`src/rtl/tw_pkg.sv`:
```
package tw_pkg;

    localparam int ADDR_W = 7;
    localparam int BYTE_W = 8;
    localparam int REG_W  = 7;
    localparam int DATA_W = 9;
    localparam int WORD_W = REG_W + DATA_W;

    typedef enum logic [2:0] {
        ST_IDLE,
        ST_HDR,
        ST_HDR_ACK,
        ST_HI,
        ST_HI_ACK,
        ST_LO,
        ST_LO_ACK
    } tw_state_e;

    typedef struct packed {
        logic [REG_W-1:0]  reg_idx;
        logic [DATA_W-1:0] value;
    } tw_word_t;

    function automatic logic hdr_accept(input logic [BYTE_W-1:0] hdr,
                                        input logic [ADDR_W-1:0] dev);
        return (hdr[BYTE_W-1:1] == dev) && !hdr[0];
    endfunction

    function automatic logic is_ack_state(input tw_state_e s);
        return (s == ST_HDR_ACK) || (s == ST_HI_ACK) || (s == ST_LO_ACK);
    endfunction

endpackage

```
`src/rtl/tw_line_sync.sv`:
```
module tw_line_sync #(
    parameter int STAGES = 2
) (
    input  logic clk,
    input  logic rst,
    input  logic scl_in,
    input  logic sda_in,
    output logic scl_s,
    output logic sda_s,
    output logic scl_rise,
    output logic scl_fall,
    output logic start_det,
    output logic stop_det
);
    logic [STAGES-1:0] scl_sh, sda_sh;
    logic              scl_p, sda_p;

    always_ff @(posedge clk) begin
        if (rst) begin
            scl_sh <= '1;
            sda_sh <= '1;
            scl_p  <= 1'b1;
            sda_p  <= 1'b1;
        end else begin
            scl_sh <= {scl_sh[STAGES-2:0], scl_in};
            sda_sh <= {sda_sh[STAGES-2:0], sda_in};
            scl_p  <= scl_sh[STAGES-1];
            sda_p  <= sda_sh[STAGES-1];
        end
    end

    assign scl_s     = scl_sh[STAGES-1];
    assign sda_s     = sda_sh[STAGES-1];
    assign scl_rise  = scl_s & ~scl_p;
    assign scl_fall  = ~scl_s & scl_p;
    assign start_det = scl_s & scl_p & sda_p & ~sda_s;
    assign stop_det  = scl_s & scl_p & ~sda_p & sda_s;

endmodule

```
`src/rtl/tw_ctrl.sv`:
```
module tw_ctrl
    import tw_pkg::*;
#(
    parameter logic [ADDR_W-1:0] DEV_ADDR = 7'b0011010
) (
    input  logic     clk,
    input  logic     rst,
    input  logic     scl_s,
    input  logic     sda_s,
    input  logic     scl_rise,
    input  logic     scl_fall,
    input  logic     start_det,
    input  logic     stop_det,
    output logic     ack_drive,
    output logic     wr_valid,
    output tw_word_t wr_word
);
    localparam int CNT_W = $clog2(BYTE_W + 1);
    localparam logic [CNT_W-1:0] FULL = CNT_W'(BYTE_W);

    tw_state_e         state;
    logic [CNT_W-1:0]  cnt;
    logic [BYTE_W-1:0] sh;
    logic [BYTE_W-1:0] hi_byte;

    always_ff @(posedge clk) begin
        if (rst) begin
            state    <= ST_IDLE;
            cnt      <= '0;
            sh       <= '0;
            hi_byte  <= '0;
            wr_valid <= 1'b0;
            wr_word  <= '0;
        end else begin
            wr_valid <= 1'b0;
            if (stop_det) begin
                state <= ST_IDLE;
            end else if (start_det) begin
                state <= (state == ST_IDLE) ? ST_HDR : ST_IDLE;
                cnt   <= '0;
            end else begin
                unique case (state)
                    ST_HDR, ST_HI, ST_LO: begin
                        if (scl_rise && cnt < FULL) begin
                            sh  <= {sh[BYTE_W-2:0], sda_s};
                            cnt <= cnt + 1'b1;
                        end else if (scl_fall && cnt == FULL) begin
                            cnt <= '0;
                            if (state == ST_HDR)
                                state <= hdr_accept(sh, DEV_ADDR) ? ST_HDR_ACK : ST_IDLE;
                            else if (state == ST_HI) begin
                                hi_byte <= sh;
                                state   <= ST_HI_ACK;
                            end else
                                state <= ST_LO_ACK;
                        end
                    end
                    ST_HDR_ACK: if (scl_fall) state <= ST_HI;
                    ST_HI_ACK:  if (scl_fall) state <= ST_LO;
                    ST_LO_ACK: begin
                        if (scl_fall) begin
                            state    <= ST_IDLE;
                            wr_valid <= 1'b1;
                            wr_word  <= tw_word_t'({hi_byte, sh});
                        end
                    end
                    default: state <= ST_IDLE;
                endcase
            end
        end
    end

    assign ack_drive = is_ack_state(state);


    a_r7_strobe_single: assert property (@(posedge clk) disable iff (rst)
        wr_valid |=> !wr_valid);

    a_r6_drive_steady_high: assert property (@(posedge clk) disable iff (rst)
        (scl_s && $past(scl_s)) |-> $stable(ack_drive));

    a_r8_stop_to_idle: assert property (@(posedge clk) disable iff (rst)
        stop_det |=> (state == ST_IDLE && !ack_drive));

    a_r9_start_aborts: assert property (@(posedge clk) disable iff (rst)
        (start_det && state != ST_IDLE) |=> state == ST_IDLE);

    a_r2_start_opens: assert property (@(posedge clk) disable iff (rst)
        (start_det && !stop_det && state == ST_IDLE) |=> state == ST_HDR);

    a_r4_read_rejected: assert property (@(posedge clk) disable iff (rst)
        (state == ST_HDR && scl_fall && cnt == FULL && sh[0] && !start_det && !stop_det)
        |=> state == ST_IDLE);

endmodule

```
`src/rtl/twowire_reg_slave.sv`:
```
module twowire_reg_slave
    import tw_pkg::*;
#(
    parameter logic [ADDR_W-1:0] DEV_ADDR    = 7'b0011010,
    parameter int                SYNC_STAGES = 2
) (
    input  logic              clk,
    input  logic              rst,
    input  logic              scl_in,
    input  logic              sda_in,
    output logic              sda_drive_low,
    output logic              wr_valid,
    output logic [REG_W-1:0]  wr_reg,
    output logic [DATA_W-1:0] wr_data
);
    logic     scl_s, sda_s, scl_rise, scl_fall, start_det, stop_det;
    tw_word_t word;

    tw_line_sync #(.STAGES(SYNC_STAGES)) u_sync (
        .clk       (clk),
        .rst       (rst),
        .scl_in    (scl_in),
        .sda_in    (sda_in),
        .scl_s     (scl_s),
        .sda_s     (sda_s),
        .scl_rise  (scl_rise),
        .scl_fall  (scl_fall),
        .start_det (start_det),
        .stop_det  (stop_det)
    );

    tw_ctrl #(.DEV_ADDR(DEV_ADDR)) u_ctrl (
        .clk       (clk),
        .rst       (rst),
        .scl_s     (scl_s),
        .sda_s     (sda_s),
        .scl_rise  (scl_rise),
        .scl_fall  (scl_fall),
        .start_det (start_det),
        .stop_det  (stop_det),
        .ack_drive (sda_drive_low),
        .wr_valid  (wr_valid),
        .wr_word   (word)
    );

    assign wr_reg  = word.reg_idx;
    assign wr_data = word.value;


    a_r1_quiet_after_reset: assert property (@(posedge clk)
        $past(rst) |-> (!sda_drive_low && !wr_valid));

endmodule

```
`config.mk`:
```
export PLATFORM = sky130hd
export DESIGN_NAME = twowire_reg_slave
export DESIGN_NICKNAME = d
export VERILOG_FILES = /design/src/rtl/tw_pkg.sv /design/src/rtl/tw_line_sync.sv /design/src/rtl/tw_ctrl.sv /design/src/rtl/twowire_reg_slave.sv
export SDC_FILE = /design/constraint.sdc
export NUM_CORES = 1
export LEC_CHECK = 0
export BUFFER_PORTS_ARGS = -buffer_cell sky130_fd_sc_hd__buf_2
export CAP_MARGIN = 5
export CELL_PAD_IN_SITES_DETAIL_PLACEMENT = 1
export CELL_PAD_IN_SITES_GLOBAL_PLACEMENT = 1
export CORE_MARGIN = 10
export CORE_UTILIZATION = 40
export CTS_BUF_LIST = sky130_fd_sc_hd__clkbuf_8
export DETAILED_ROUTE_END_ITERATION = 8
export PLACE_DENSITY_LB_ADDON = 0.1
export REMOVE_ABC_BUFFERS = 1
export SLEW_MARGIN = 20
export SYNTH_ARGS = -nofsm -noshare
export SYNTH_HDL_FRONTEND = slang
export SYNTH_SLANG_ARGS = --single-unit
export TNS_END_PERCENT = 100
```
`constraint.sdc`:
```
create_clock -name clk -period 4.35 [get_ports clk]
set_clock_uncertainty 0.2 [all_clocks]
set_input_delay 0.87 -clock clk [delete_from_list [all_inputs] [get_ports clk]]
set_output_delay 0.87 -clock clk [all_outputs]
set_load 0.02 [all_outputs]
```
Word-level counts from Yosys, hierarchy flattened --
Index checks and enable logic that the tools add are counted.
Storage, ports and cells: output and inout port bits 18, input bits 4, bits in registers 46, word-level logic and storage cells 75
Operators by class: muxes and demuxes 16, equal/unequal tests 13, magnitude comparators 1, add/subtract/negate cells 1, reduce and logical (&&, ||, !) cells 17, bitwise gates (word level) 16
Operators by type and width (number):
- two-way mux 3 bit | 7
- two-way mux 4 bit | 4
- != test 3 x 2 -> 1 bit (second input constant) | 4
- case mux 3 bit (4 select lines) | 1
- equality test 3 bit (second input constant) | 3
- NOT 1 bit | 9
- AND reduction 4 bit | 2
- bitwise AND 1 bit | 7
- equality test 7 x 5 -> 1 bit (second input constant) | 1
- AND reduction 7 bit | 1
- equality test 3 x 2 -> 1 bit (second input constant) | 2
- AND reduction 5 bit | 1
- adder 4 x 1 -> 4 bit (second input constant) | 1
- equality test 4 bit (second input constant) | 1
- less-than comparator 4 bit (second input constant) | 1
- two-way mux 2 bit | 2
- OR reduction 4 bit | 1
- equality test 3 x 1 -> 1 bit (second input constant) | 1
- logical AND 1 bit | 3
- zero test 3 bit | 1
- != test 3 bit (second input constant) | 1
- AND reduction 3 bit | 1
- nonzero test 3 bit | 1
- OR reduction 3 bit | 1
- other kinds (5) | 7

Depth between registers and ports, before layout --
depth after elaboration 8, gate-level depth with buffers 7, gate-level depth less buffers 6

Cells and area by module --
From an unflattened synthesis, not the netlist that was laid out.
Second synthesis, totals: cells, all modules 183, area total of the unflattened synthesis 1854.3 um2
By module, submodules not included:
- tw_ctrl | times used 1, sequential area each 800.8 um2, area an instance 1664.1 um2, cells an instance 167
- tw_line_sync | times used 1, sequential area each 120.1 um2, area an instance 190.2 um2, cells an instance 16

Worst setup path after synthesis --
Ideal clock, no wire load.
path kind input -> register, start point in rst, end point reg u_sync.scl_sh[0], setup time 0.123 ns, buffers on the path 2, required time 4.027 ns, path slack 2.508 ns, arrival time 1.519 ns, cell stages on the path 3, cells stage by stage clkbuf_1 clkbuf_1 or2_2
RTL lines:
- from (decl) | RTL line twowire_reg_slave.sv:8 | input logic rst,
- to (signal assigned) | RTL line tw_line_sync.sv:25 | scl_sh <= {scl_sh[STAGES-2:0], scl_in};
- to (decl) | RTL line tw_line_sync.sv:15 | logic [STAGES-1:0] scl_sh, sda_sh;
No word-level cell between the ends.

Worst setup path after layout --
start point reg u_ctrl.state[2], end point out sda_drive_low
Between the ends: longest elaborated chain between the ends 3, elaborated cells on any way between the ends 5, classes of those cells 3 x eq/ne; 2 x reduce/logical
Ends and longest elaborated chain:
- from (decl) | RTL line tw_ctrl.sv:21 | tw_state_e state;
- from (signal assigned) | RTL line tw_ctrl.sv:39 | state <= (state == ST_IDLE) ? ST_HDR : ST_IDLE;
- from (signal assigned) | RTL line tw_ctrl.sv:50 | state <= hdr_accept(sh, DEV_ADDR) ? ST_HDR_ACK : ST_IDLE;
- equality test 3 x 2 -> 1 bit / equality test 3 bit (equally long branches) | RTL line tw_pkg.sv:30 | return (s == ST_HDR_ACK) || (s == ST_HI_ACK) || (s == ST_LO_ACK);
- logical OR 1 bit | RTL line tw_pkg.sv:30
- logical OR 1 bit (*) | RTL line tw_pkg.sv:30
- to (decl) | RTL line twowire_reg_slave.sv:11 | output logic sda_drive_low,
Mark *: on every way between the ends. The rest lies on a longest branch, timed or not.

==> impl_metrics.csv <==
group,metric,value,unit
cells_and_area,area.growth.synth_to_final,11.1,%
yosys,ys_seq_area_share,50.2,%
die,initial_core_util,41.8,%
timing,hold_violations,0,
detailed_routing,ant_nets,0,
clock_network,clock_tree.buffer_depth,2,
timing,tns,0,ns
run,maxCapViolations,0,
timing,rsz0062_at_grt,"false",
global_route,track_usage,10.9,%
power_and_ir_drop,swShare,20.4,%
power_and_ir_drop,switching_power,153,uW
clock_network,cts_tree,"done",
clock_network,clock-sinks,46,
clock_network,root_buffer,"clkbuf_8",
die,ios,22,
power_and_ir_drop,irDropWorstVdd,0.156,mV
clock_network,cts-hold-fix-buffers,0,
detailed_routing,finalWirelength,3960,um
yosys,synth_edf_count,0,
yosys,synth_cell_types,35,
power_and_ir_drop,power_density,369,nW/um2
global_route,first_global_vias,1435,
yosys,avgSynthCellArea,8.73,um2
yosys,async_flop_share,0,%
timing,finalSetupViolCount,0,
cells_and_area,num-fill-cells,535,
detailed_routing,first_iter_violations,33,
worst_setup_path,worst_ep_arrival_time,1.24,ns
timing,max_slew_margin,29.6,%
yosys,synth_area_leader_cell,"dfxtp_1",
detailed_routing,vias,1444,
timing,min_period_over_period,53.0,%
placed_design,port_buffers,21,
cells_and_area,final_nets,230,
power_and_ir_drop,power_frac_seq,56.9,%
worst_setup_path,cp_max_fo,9,
global_route,grt_antenna_before_repair,0,
clock_network,h-tree-depth,2,
yosys,synthCells,210,
placed_design,place_area,1930,um2
cells_and_area,drive_above_1_share,18.7,%
worst_setup_path,crit_path_start_kind,"flop",
detailed_routing,drt_first_pass_iters,4,
cells_and_area,multi_input_area,821,um2
clock_network,insertion_delay,0.29,ns
clock_network,post-cts-setup-buffer-count,0,
global_route,grt_max_degree,48,
die,dieArea,7690,um2
detailed_routing,drc,0,
cells_and_area,seq_area,921,um2
yosys,synth-main-ff-cell,"dfxtp_1",
timing,period_needed,2.31,ns
die,die-width,87.7,um
clock_network,cts_inserted_buffers,5,
placed_design,gp_congestion,0.718,
timing,drv_slew,0,
cells_and_area,design_area,2040,um2
yosys,ys_warn_count,0,
detailed_routing,vias_per_cell,5.21,
yosys,synth_top_area_share,50.2,%
timing,tightest_slew,1.05,ns
power_and_ir_drop,p_int,599,uW
cells_and_area,diodes,0,
yosys,netlist_area,1830,um2
worst_setup_path,critPathCaptureType,"output pin",
worst_setup_path,required,3.28,ns
yosys,ys_ff_latch,46,
outcome,status,"complete, no violations",
power_and_ir_drop,pwr-share-clk,40.1,%
clock_network,cts_resized,0,
power_and_ir_drop,comb_power_share,2.9,%
die,core,4380,um2
global_route,grt_pass1_wl,6800,um
timing,fmax,0.434,GHz
power_and_ir_drop,p_leak,0.741,nW
min_path,hp-class,"flop to flop",
global_route,grt-ovfl-total,0,
placed_design,dp_hpwl,2700,um
detailed_routing,routedWlPerCell,14.3,um
worst_setup_path,critical_path_class,"flop to output pin",
yosys,synthTopCellsByArea,"dfxtp_1 50%, nand2_1 10%, a21oi_1 7.9%, mux2i_1 4.4%, nor2_1 2.9%",
clock_network,path_clk_slew,0.08,ns
die,dieHeight,87.7,um
die,fp-row-count,24,
worst max-delay path, cell delays in order, from the launching register on:
cell and delay, ns:
dfxtp_1 0.55, nor2_1 0.12, nor2_1 0.10, buf_2 0.17
kinds of logic after synthesis:
logic type,synth area share [%]
AOI/OAI and AO/OA,14.5
buffers and inverters,4.98
adders and majority gates,1.36
and+or+nand+nor,24.5
muxes,4.37
DFF,50.2
power groups by stage:
stage	clock (mW)	sequential, mW	combinational (mW)
2_1_floorplan	0	0.437	0.0119
3_3_place_gp	0	0.438	0.0211
3_5_place_dp	0	0.439	0.0222
4_1_cts	0.316	0.429	0.0224
5_1_grt	0.332	0.430	0.0246
6_report	0.302	0.428	0.0221
metrics by stage:
stage	power [mW]	worst slack, ns	hold slack (ns)	instances	utilization [%]
after floorplan	0.449	2.18	0.189	195	-
after global placement	0.459	2.23	0.193	269	44.0
after detailed placement	0.461	2.15	0.201	269	44.0
after CTS	0.767	2.03	0.220	277	46.5
after global routing	0.786	1.96	0.249	277	46.5
final	0.752	2.04	0.216	277	46.5
metal layers:
layer	up-vias	part of all wire, %	wire length, um	track usage (%)
met1	689	47	1860	12.9
met2	21	47	1860	17.5
li1	728	-	-	-
met3	6	5.0	198	4.09
met4	0	1.2	46	4.35
met5	-	0	0	0
synth_stat cells (2+ instances only):
cell type  number
nand3_1         2
buf_4           2
buf_2           7
inv_1           3
or3_1           4
nand2b_1        4
or2_2           7
clkbuf_1        5
o21ai_0         3
nand2_1        50
dfxtp_1        46
nor2_1         14
mux2i_1         8
a21oi_1        29
nand3b_1        2
ha_1            2
nor3_1          4
registers in the layout, indices dropped and copies added (netlist names):
name / count
u_sync.scl_p: 1
u_ctrl.cnt: 4
u_ctrl.wr_word: 16
u_ctrl.sh: 8
u_ctrl.wr_valid: 1
u_ctrl.hi_byte: 8
u_ctrl.state: 3
u_sync.scl_sh: 2
u_sync.sda_p: 1
u_sync.sda_sh: 2
final cells by class:
type / count / share of cell area (%)
clock buffers: 5 / 3.38
inverters: 3 / 0.553
clock inverters: 3 / 1.84
well taps: 52 / 3.19
flip-flops and latches: 46 / 45.2
multi-input cells: 146 / 40.3
repair buffers: 22 / 5.53
path summary, 6_finish.rpt:
kind	startpoint	end	slack (ns)	depth (start not counted)
worst min-delay path	u_sync.scl_sh[0]$_SDFF_PP1_	u_sync.scl_sh[1]$_SDFF_PP1_	0.22	1
worst max-delay path	u_ctrl.state[2]$_SDFFE_PP0P_	sda_drive_low	2.04	3
worst min register to register	u_sync.scl_sh[0]$_SDFF_PP1_	u_sync.scl_sh[1]$_SDFF_PP1_	0.22	1
worst max register to register	u_ctrl.state[2]$_SDFFE_PP0P_	u_ctrl.wr_word[0]$_SDFFE_PP0P_	2.25	4
placed cells by master, fill, tap and decap left out, drive strengths merged, types with 2 or more instances in the layout:
| master | synthesis | final |
|---|---|---|
| a21oi | 29 | 29 |
| buf | 10 | 22 |
| clkbuf | 5 | 5 |
| dfxtp | 46 | 46 |
| ha | 2 | 2 |
| inv | 3 | 5 |
| mux2i | 8 | 8 |
| nand2 | 51 | 51 |
| nand2b | 4 | 4 |
| nand3 | 2 | 2 |
| nand3b | 2 | 2 |
| nor2 | 14 | 14 |
| nor3 | 5 | 5 |
| o21ai | 3 | 3 |
| or2 | 7 | 7 |
| or3 | 4 | 4 |
(Power assumes the default switching activity.)
